===== config.mk =====
export PLATFORM = sky130hd
export DESIGN_NAME = wdt_supervisor
export DESIGN_NICKNAME = d
export VERILOG_FILES = /design/src/rtl/wdt_supervisor.sv
export SDC_FILE = /design/constraint.sdc
export NUM_CORES = 1
export LEC_CHECK = 0
export BUFFER_PORTS_ARGS = -buffer_cell sky130_fd_sc_hd__buf_2
export CELL_PAD_IN_SITES_DETAIL_PLACEMENT = 0
export CELL_PAD_IN_SITES_GLOBAL_PLACEMENT = 1
export CORE_MARGIN = 1
export CORE_UTILIZATION = 40
export CTS_BUF_LIST = sky130_fd_sc_hd__clkbuf_16
export DETAILED_ROUTE_END_ITERATION = 10
export HOLD_SLACK_MARGIN = 0.06
export PLACE_DENSITY_LB_ADDON = 0.15
export SLEW_MARGIN = 20
export SYNTH_ARGS = -nofsm -noshare
export SYNTH_HDL_FRONTEND = slang
export SYNTH_SLANG_ARGS = --single-unit

===== constraint.sdc =====
create_clock -name clk -period 2 [get_ports clk]
set_clock_uncertainty 0.05 [all_clocks]
set_input_delay 0 -clock clk [delete_from_list [all_inputs] [get_ports clk]]
set_output_delay 0 -clock clk [all_outputs]
set_load 0.02 [all_outputs]

===== src/rtl/wdt_supervisor.sv =====
module wdt_supervisor #(
  parameter int TIMEOUT   = 20,
  parameter int RST_DLY   = 8,
  parameter int START_DLY = 12
) (
  input  logic clk,
  input  logic kick_n,
  input  logic wd_en,
  input  logic sup_hi,
  input  logic sup_lo,
  input  logic route_fault,
  output logic rst_out_n,
  output logic wdo_n
);
  localparam int MAXC = (TIMEOUT > RST_DLY) ? ((TIMEOUT > START_DLY) ? TIMEOUT : START_DLY)
                                            : ((RST_DLY > START_DLY) ? RST_DLY : START_DLY);
  localparam int CW = $clog2(MAXC + 1);

  typedef enum logic [2:0] {S_OFF, S_HOLD, S_BOOT, S_WATCH, S_PRST, S_PWDO} st_t;

  st_t           st, nst;
  logic [CW-1:0] cnt, ncnt;
  logic [2:0]    ksync;
  logic          rst_q, wdo_q;

  wire fall = ksync[2] & ~ksync[1];
  assign rst_out_n = rst_q;
  assign wdo_n     = wdo_q;

  always_comb begin
    nst  = st;
    ncnt = cnt + 1'b1;
    case (st)
      S_OFF: begin
        ncnt = '0;
        if (sup_hi) nst = S_HOLD;
      end
      S_HOLD, S_PRST: if (cnt == CW'(RST_DLY - 1)) begin
        nst = S_BOOT; ncnt = '0;
      end
      S_BOOT: if (cnt == CW'(START_DLY - 1)) begin
        nst = S_WATCH; ncnt = '0;
      end
      S_WATCH: begin
        if (!wd_en || fall) ncnt = '0;
        else if (cnt == CW'(TIMEOUT - 1)) begin
          nst  = route_fault ? S_PWDO : S_PRST;
          ncnt = '0;
        end
      end
      S_PWDO: if (cnt == CW'(RST_DLY - 1)) begin
        nst = S_WATCH; ncnt = '0;
      end
      default: begin nst = S_OFF; ncnt = '0; end
    endcase
  end

  always_ff @(posedge clk) begin
    if (!sup_lo) begin
      st    <= S_OFF;
      cnt   <= '0;
      ksync <= 3'b111;
      rst_q <= 1'b0;
      wdo_q <= 1'b1;
    end else begin
      st    <= nst;
      cnt   <= ncnt;
      ksync <= {ksync[1:0], kick_n};
      rst_q <= !(nst inside {S_OFF, S_HOLD, S_PRST});
      wdo_q <= (nst != S_PWDO);
    end
  end

  assert_rst_on_recover_R1: assert property (@(posedge clk) disable iff (!sup_lo)
    $rose(sup_lo) |-> !rst_out_n);

  assert_kick_restarts_R4: assert property (@(posedge clk) disable iff (!sup_lo)
    (st == S_WATCH && fall) |=> (st == S_WATCH && cnt == '0));

  assert_fault_origin_R5: assert property (@(posedge clk) disable iff (!sup_lo)
    $fell(wdo_n) |-> ($past(st) == S_WATCH && $past(route_fault) && $past(cnt) == CW'(TIMEOUT - 1)));

  assert_pulse_width_R6: assert property (@(posedge clk) disable iff (!sup_lo)
    ($rose(wdo_n) && $past(sup_lo)) |-> ($past(st) == S_PWDO && $past(cnt) == CW'(RST_DLY - 1)));

  assert_disabled_quiet_R8: assert property (@(posedge clk) disable iff (!sup_lo)
    (st == S_WATCH && !wd_en) |=> (rst_out_n && wdo_n));

  assert_not_both_low_R9: assert property (@(posedge clk) disable iff (!sup_lo)
    !(!rst_out_n && !wdo_n));
endmodule


### After elaboration in Yosys (flattened, before gate mapping)

Cells that the tools add are included.

| operators by class | value |
|---|---|
| add/subtract/negate cells | 1 |
| equality and inequality tests | 11 |
| mux-type cells | 13 |
| bitwise operators | 2 |
| reduce and logical (&&, ||, !) cells | 8 |

Operator list:

| cell | count |
|---|---|
| $mux W5 | 4 |
| $mux W3 | 6 |
| $pmux W3 S5 | 1 |
| $pmux W5 S3 | 1 |
| $eq A3 B3 Y1 const B | 3 |
| $eq A3 B1 Y1 const B | 2 |
| $eq A3 B2 Y1 const B | 2 |
| $logic_not A3 Y1 | 2 |
| $add A5 B1 Y5 const B | 1 |
| $eq A5 B3 Y1 const B | 1 |
| $eq A5 B4 Y1 const B | 1 |
| $eq A5 B5 Y1 const B | 1 |
| $ne A3 B3 Y1 const B | 1 |
| $reduce_bool A3 Y1 | 1 |
| $reduce_or A3 Y1 | 1 |
| $logic_not A1 Y1 | 2 |
| $reduce_or A2 Y1 | 1 |
| $and A1 B1 Y1 | 1 |
| $logic_or A1 B1 Y1 | 1 |
| $mux W1 | 1 |
| $not A1 Y1 | 1 |

| word-level totals | value |
|---|---|
| register bits | 13 |
| input port bits | 6 |
| output and inout port bits | 2 |

### Depth between registers and ports, before layout

Gate-level depths: netlist of run 1.

| logic depth | value |
|---|---|
| depth in word-level cells | 8 |
| mapped depth | 6 |

### Worst setup path before layout of run 1

No wires, ideal clock.

| timing | value |
|---|---|
| path kind | register -> register |
| start point | reg cnt[0] |
| end point | reg rst_q, in the netlist rst_out_n |
| data arrival time | 1,325 ps |
| required time | 1,833 ps |
| path slack | 508 ps |
| stages on the path, launching flop included | 7 |
| buffers on the path | 0 |
| clock period less this slack | 1,492 ps |
| cells stage by stage | dfxtp_1 ha_1 and4bb_1 nand3_1 a32o_2 o21ai_2 nand2b_1 |

| between the ends | value |
|---|---|
| longest elaborated chain between the ends | 7 |
| elaborated cells between the ends (all ways) | 14 |
| those cells by class | eq/ne: 5; mux: 6; reduce/logical: 3 |

Ends and longest elaborated chain:

| element | RTL line | text |
|---|---|---|
| start: declaration | 22 | `logic [CW-1:0] cnt, ncnt;` |
| start signal: assignment | 67 | `cnt <= ncnt;` |
| $eq A5 B5 Y1 | 46 | `else if (cnt == CW'(TIMEOUT - 1)) begin` |
| $mux W3 | 46 |  |
| $mux W3 | 45 | `if (!wd_en \|\| fall) ncnt = '0;` |
| $pmux W3 S5 * | 33 | `case (st)` |
| $eq A3 B1 Y1, or another cell as far along | 69 | `rst_q <= !(nst inside {S_OFF, S_HOLD, S_PRST});` |
| $reduce_bool A3 Y1 * | 69 |  |
| $logic_not A1 Y1 * | 69 |  |
| end signal: assignment | 69 |  |
| end: declaration | 24 | `logic rst_q, wdo_q;` |

Every way passes the cells marked *; elsewhere a longest branch is shown, timed or not.
A chain may end at the register's enable or synchronous reset.

### Worst setup path after layout of run 1

Same ends and word-level chain as after synthesis.

==> results.json, run 1 <==
{
  "path_clk_slew_ns": 0.04,
  "crit_path_end_kind": "flop",
  "fp.dieW_um": 40.9,
  "yosys.area.top_type": "dfxtp_1",
  "reg2reg_to": "rst_out_n",
  "maxCapViolCount": 0,
  "cp.required_ns": 2.08,
  "fin_crit_sh_pct": 79.8,
  "ant_nets": 0,
  "path_cells": "ha_1 > and4bb_1 > nand3_1 > a32o_2 > o21ai_2 > nand2b_1",
  "io_buffers": 7,
  "worst_r2r_path_depth": 6,
  "insertion_delay_ns": 0.24,
  "swShare_pct": 18.0,
  "path_class": "flop to flop",
  "power.switching_w": 0.000120,
  "rrSetupSlack_ns": 0.40,
  "grt_overflow": 0,
  "area_delta_synth_final_pct": 25.5,
  "start_util_pct": 44.8,
  "crit_start": "cnt[0]",
  "core_area_um2": 1350,
  "grt_max_degree": 12,
  "intPower_w": 0.000546,
  "grt_pass1_wl_mm": 1.55,
  "p_leak_nw": 0.300,
  "finalHoldViolCount": 0,
  "htree_levels": 1,
  "syn_area_um2": 604,
  "ys_seq_elements": 13,
  "powerDensity_nw_per_um2": 879,
  "fmaxAchievable_mhz": 626,
  "syn_nets": 75,
  "crit_end": "rst_out_n",
  "setup_viol": 0,
  "synth_common_cells": "13 x dfxtp_1, 12 x nor2_1, 6 x nand2_1, 6 x nand2b_1, 5 x nand3_1",
  "clock_path_buffers": 2,
  "slew_viol_final": 0,
  "p_seq_share_pct": 40.9,
  "irDropWorstVdd_uv": 596,
  "fin_setup_tns_ns": 0,
  "fp.dieH_um": 40.9,
  "critPathTopFamily": "simple AND/OR/NAND/NOR gates",
  "ctsHoldBuffers": 3,
  "die_area_um2": 1670,
  "drcViolationCount": 0,
  "synth_area_leaders": "dfxtp_1 43%, nor2_1 7.5%, and4bb_1 6.2%",
  "cts_resized": 0,
  "rsz0062_at_grt": "false",
  "antenna_found_initial": 0,
  "crit_path_max_incr_delay_ns": 0.34,
  "synth_ff_type": "dfxtp_1",
  "wire_per_inst_um": 10.6,
  "slew_headroom_pct": 75.4,
  "hold_path_class": "input pin to flop",
  "cts_setup_buffers": 0,
  "grt_pass1_vias": 378,
  "num_io_pins": 8,
  "synth.avg_cell_area_um2": 8.89,
  "vias_per_cell": 5.13,
  "nNetsFinal": 88,
  "tightest_slew_ns": 0.369,
  "firstDrtPassIters": 5,
  "p_clk_share_pct": 54.3,
  "status": "finished, final reports clean",
  "synth.distinct_cells": 26,
  "final_util_pct": 56.2,
  "cts_sinks": 13,
  "ys_warn_count": 0,
  "cts-root-buf": "clkbuf_16",
  "syn_inst": 68,
  "drt-total-wl_mm": 1.01,
  "synth_top_area_share_pct": 43.1,
  "layout-drive-gt1-share_pct": 17.5,
  "cts_inserted_buffers": 3,
  "cts_tree": "yes",
  "synthArstFlopShare_pct": 0,
  "drt_iter0_drc": 11,
  "vias": 487,
  "seq_area_frac_synth_pct": 43.1,
  "critPathLaunchType": "flop",
  "crit_fanout": 6,
  "synth-edff-count": 0,
  "worst-path-buf-inv": 0,
  "path_depth": 6,
  "antenna_cells": 0,
  "timing.final.crit_period_ns": 1.60,
  "yosysMostFrequentCell": "dfxtp_1",
  "reg2reg_from": "cnt[0]",
  "slowest_stage": "dfxtp_1",
  "rows": 13,
  "worstPathArrival_ns": 1.68,
  "gp_congestion": 0.681,
  "grt_usage_pct": 15.2,
  "combPwrFrac_pct": 4.8,
  "post-dp-hpwl_um": 730
}
## worst register-to-register path: cells and delay by family, from the launching register on
kind | cells | cell delay, ns
and+or+nand+nor | 3 | 0.44
AOI/OAI and AO/OA | 2 | 0.40
DFF | 1 | 0.34
adders and majority gates | 1 | 0.26
## power by group through the flow
stage / Combinational [W] / Sequential (W) / Clock [W]
after floorplan: 0.0000223 / 0.000272 / 0
after global placement: 0.0000277 / 0.000277 / 0
after detailed placement: 0.0000277 / 0.000277 / 0
after CTS: 0.0000323 / 0.000272 / 0.000371
after global routing: 0.0000366 / 0.000272 / 0.000379
final: 0.0000322 / 0.000272 / 0.000362
## flip-flops by register name, indices dropped and copies added (netlist names)
signal,flops
wdo_n,1
cnt,5
ksync,3
st,3
rst_out_n,1
## layout make-up
class,instances,area [um^2]
sequential,13,260
fill,122,592
inverter,1,3.75
multi-input combinational,52,332
timing repair buffer,10,65.1
clock inverter,1,3.75
tap,15,18.8
clock buffer,3,75.1
## per-layer routing
layer  track usage, %  vias up  routed length (um)
li1                 -      262                   -
met1             18.0      213                 477
met2             21.9       12                 468
met3             8.15        0                  63
met4             7.50        0                   0
met5                0        -                   0
## cell families after synthesis
family                   synth area share, %
XOR/XNOR                                4.35
adder cells (fa/ha/maj)                 2.07
buffers and inverters                   2.07
AO/OA/AOI/OAI                           13.3
AND/OR/NAND/NOR                         35.2
flip-flops                              43.1
## through the flow
step | setup WS (ns) | cells | power [W] | hold WS [ns] | cell area, um^2
floorplan | 0.508 | 68 | 0.000294 | 0.0230 | 604
global placement | 0.430 | 88 | 0.000304 | 0.138 | 649
detailed placement | 0.403 | 88 | 0.000304 | 0.141 | 649
CTS | 0.392 | 95 | 0.000676 | 0.0904 | 758
global route | 0.306 | 95 | 0.000688 | 0.121 | 758
finish | 0.403 | 95 | 0.000666 | 0.0928 | 758
## cells in the final DEF (no fill, tap or decap), types with 3 or more instances in the layout
cell type / instances
dlygate4sd3_1: 3
nor2_1: 12
dfxtp_1: 13
nand2b_1: 6
buf_2: 7
nand3_1: 5
nand2_1: 6
and4bb_1: 3
clkbuf_16: 3
## worst min-delay path by stage
| stage | startpoint | endpoint | slack [ns] | cells after the start |
|---|---|---|---|---|
| 2_1_floorplan | sup_lo | ksync[2] | 0.02 | 1 |
| 5_1_grt | wd_en | st[2] | 0.12 | 3 |
| 4_1_cts | wd_en | st[1] | 0.09 | 4 |
| 3_3_place_gp | kick_n | ksync[0] | 0.14 | 2 |
| 6_report | wd_en | st[1] | 0.09 | 4 |
| 3_5_place_dp | kick_n | ksync[0] | 0.14 | 2 |
(Power assumes the default switching activity.)
==> run 2: changes to the inputs <==
--- a/config.mk
+++ b/config.mk
@@ -5,11 +5,12 @@
 export SDC_FILE = /design/constraint.sdc
 export NUM_CORES = 1
 export LEC_CHECK = 0
+export ABC_AREA = 1
 export BUFFER_PORTS_ARGS = -buffer_cell sky130_fd_sc_hd__buf_2
 export CELL_PAD_IN_SITES_DETAIL_PLACEMENT = 0
 export CELL_PAD_IN_SITES_GLOBAL_PLACEMENT = 1
 export CORE_MARGIN = 1
-export CORE_UTILIZATION = 40
+export CORE_UTILIZATION = 36
 export CTS_BUF_LIST = sky130_fd_sc_hd__clkbuf_16
 export DETAILED_ROUTE_END_ITERATION = 10
 export HOLD_SLACK_MARGIN = 0.06
==> constraint.sdc (replaced) <==
create_clock -name clk -period 1.31 [get_ports clk]
set_clock_uncertainty 0.05 [all_clocks]
set_input_delay 0 -clock clk [delete_from_list [all_inputs] [get_ports clk]]
set_output_delay 0 -clock clk [all_outputs]
set_load 0.02 [all_outputs]
==> run 2 against run 1 <==
Compared with the run above:
- maximum frequency grew 26%
- register-to-register slack lost 0.36 ns
- core utilization shrank 4.0 points
- hold slack gained 0.038 ns
- via count grew 15%
==> results.json, run 2 <==
{
  "slew_headroom_pct": 83.1,
  "synth_area_leaders": "dfxtp_1 38%, nand2_1 9.2%, nand3_2 8.7%",
  "synthAdderAreaFrac_pct": 1.81,
  "synth.distinct_cells": 19,
  "ys_seq_elements": 13,
  "synth-compound-area-share_pct": 6.14,
  "reg2reg_to": "st[0]",
  "finalHoldViolCount": 0,
  "final_cell_area_um2": 921,
  "seq_area_frac_synth_pct": 37.5,
  "insertion_delay_ns": 0.24,
  "syn_area_um2": 693,
  "synth-edff-count": 0,
  "grt_pass1_wl_mm": 2.10,
  "cts_tree": "yes",
  "slew_viol_final": 0,
  "fp.dieH_um": 45.9,
  "drcViolationCount": 0,
  "vias_per_cell": 4.29,
  "htree_levels": 1,
  "antenna_cells": 0,
  "min-delay-start": "wd_en",
  "synth_xor_area_share_pct": 2.53,
  "cts_sinks": 13,
  "grt_max_degree": 8,
  "synth_top_family_by_area": "simple AND/OR/NAND/NOR gates",
  "area_delta_synth_final_pct": 32.9,
  "gp_congestion": 0.754,
  "dp_cells": 123,
  "fp.dieW_um": 45.9,
  "cts_inserted_buffers": 3,
  "largest_reg_flops": 5,
  "io_buffers": 7,
  "ant_nets": 0,
  "yosysMostFrequentCell": "nand2_1",
  "grt_overflow": 0,
  "holdWs_ns": 0.131,
  "regMostFlops": "cnt",
  "final_common_cell": "nand2_1",
  "irDropWorstVdd_uv": 770,
  "nNetsFinal": 113,
  "drt_iter0_drc": 9,
  "synth_ff_type": "dfxtp_1",
  "hold-path-endpoint": "st[2]",
  "fill_cells": 174,
  "fin_cells": 130,
  "p_total_w": 0.00103,
  "post-dp-hpwl_um": 927,
  "hold_path_class": "input pin to flop",
  "synthMuxAreaShare_pct": 0,
  "fin_crit_sh_pct": 96.5,
  "layout-drive-gt1-share_pct": 50.5,
  "p_leak_nw": 0.407,
  "fin_setup_tns_ns": 0,
  "fmaxAchievable_mhz": 791,
  "powerDensity_nw_per_um2": 1120,
  "cp.required_ns": 1.39,
  "firstDrtPassIters": 4,
  "rsz0062_at_grt": "true",
  "critPathLaunchType": "flop",
  "ys_warn_count": 0,
  "clock_path_buffers": 2,
  "yosys.area_share.simple_pct": 43.3,
  "placed_cell_area_um2": 767,
  "crit_fanout": 4,
  "yosys.area.top_type": "dfxtp_1",
  "mostFrequentLayoutCells": "14 x nand2_1, 11 x dfxtp_1, 10 x inv_1",
  "core_area_um2": 1760,
  "start_util_pct": 39.3,
  "syn_nets": 97,
  "status": "finished, final reports clean",
  "synth_top_area_share_pct": 37.5,
  "antenna_found_initial": 0,
  "synth.avg_cell_area_um2": 7.70,
  "synthArstFlopShare_pct": 0,
  "tightest_slew_ns": 0.253,
  "crit_path_end_kind": "flop",
  "worst_r2r_path_depth": 7,
  "rrSetupSlack_ns": 0.05,
  "path_class": "flop to flop",
  "synth_common_cells": "17 x nand2_1, 13 x dfxtp_1, 12 x inv_1",
  "cts-root-buf": "clkbuf_16",
  "drt-total-wl_mm": 1.32,
  "path_clk_slew_ns": 0.04,
  "crit_start": "cnt[1]",
  "maxCapViolCount": 0,
  "die_area_um2": 2100,
  "rows": 15,
  "syn_inst": 90,
  "setup_viol": 0,
  "vias": 558,
  "num_io_pins": 8,
  "top_regs": "cnt x5, ksync x3, st x3",
  "grt_pass1_vias": 513,
  "grt_usage_pct": 14.4,
  "hold_path_depth": 5,
  "reg2reg_from": "cnt[1]",
  "timing.final.crit_period_ns": 1.26,
  "wire_per_inst_um": 10.1,
  "worstPathArrival_ns": 1.35
}
[run 2: cell types whose count changed after synthesis, moves of 4 or more]
cell,delta
inv_1,+11
nand3_2,+6
nor2_1,-5
nand2_2,+4
nand2_1,+11
nand2b_1,-6
inv_2,+4
nor2_2,+7
[run 2: per-stage QoR]
| step | utilization, % | worst slack (ns) |
|---|---|---|
| after floorplan | - | 0.0592 |
| after global placement | 43.5 | -0.0570 |
| after detailed placement | 43.5 | -0.0566 |
| after CTS | 49.9 | 0.00168 |
| after global routing | 52.2 | -0.0170 |
| final | 52.2 | 0.0452 |
[run 2: routing by layer]
layer	global-route usage, %	wire length [um]	part of all wire [%]
met1	19.6	683	52
met4	8.82	10	0.76
met5	0	0	0
met2	19.2	581	44
met3	4.76	43	3.3
[run 2: worst max path at each step]
stage | end | slack [ns]
floorplan | st[0] | 0.06
global placement | cnt[1] | -0.06
detailed placement | cnt[1] | -0.06
CTS | cnt[1] | 0.002
global route | rst_out_n | -0.02
finish | st[0] | 0.05
[run 2: critical path: stages (launching register included)]
cell and delay [ns]:
dfxtp_2 0.35, ha_4 0.17, nand2_4 0.05, nor2_4 0.14, nand3_2 0.09, nand2_2 0.08, nand3_2 0.09, and2_4 0.14
[run 2: layout make-up]
type                    instances  area (um^2)  area share [%]
well taps                      25         31.3            3.40
repair buffers                 11         70.1            7.61
flip-flops and latches         13          263            28.5
clock buffers                   3         75.1            8.15
inverters                      16         60.1            6.52
clock inverters                 1         3.75           0.408
multi-input cells              61          418            45.4
[run 2: cell families after synthesis]
| family | count (synthesis) |
|---|---|
| buffers and inverters | 16 |
| adders and majority gates | 1 |
| AOI/OAI and AO/OA | 4 |
| and+or+nand+nor | 54 |
| xor gates and xnor gates | 2 |
| DFF | 13 |
[run 2: timing repair]
item | 4_1_cts | 5_1_grt
pin swaps | 0 | 10
endpoints found under the hold margin | 6 | 0
endpoints found under the setup margin | 7 | 9
buffers inserted | 0 | 1
resized for setup | 3 | 13
hold buffers | 2 | 0
[run 2: report_power, final]
part | switching (W) | leakage (nW) | internal [W] | total, W
logic | 0.0000358 | 0.258 | 0.0000302 | 0.0000660
registers | 0.00000496 | 0.107 | 0.000405 | 0.000410
clock network | 0.000153 | 0.0423 | 0.000401 | 0.000554
total | 0.000194 | 0.407 | 0.000836 | 0.00103
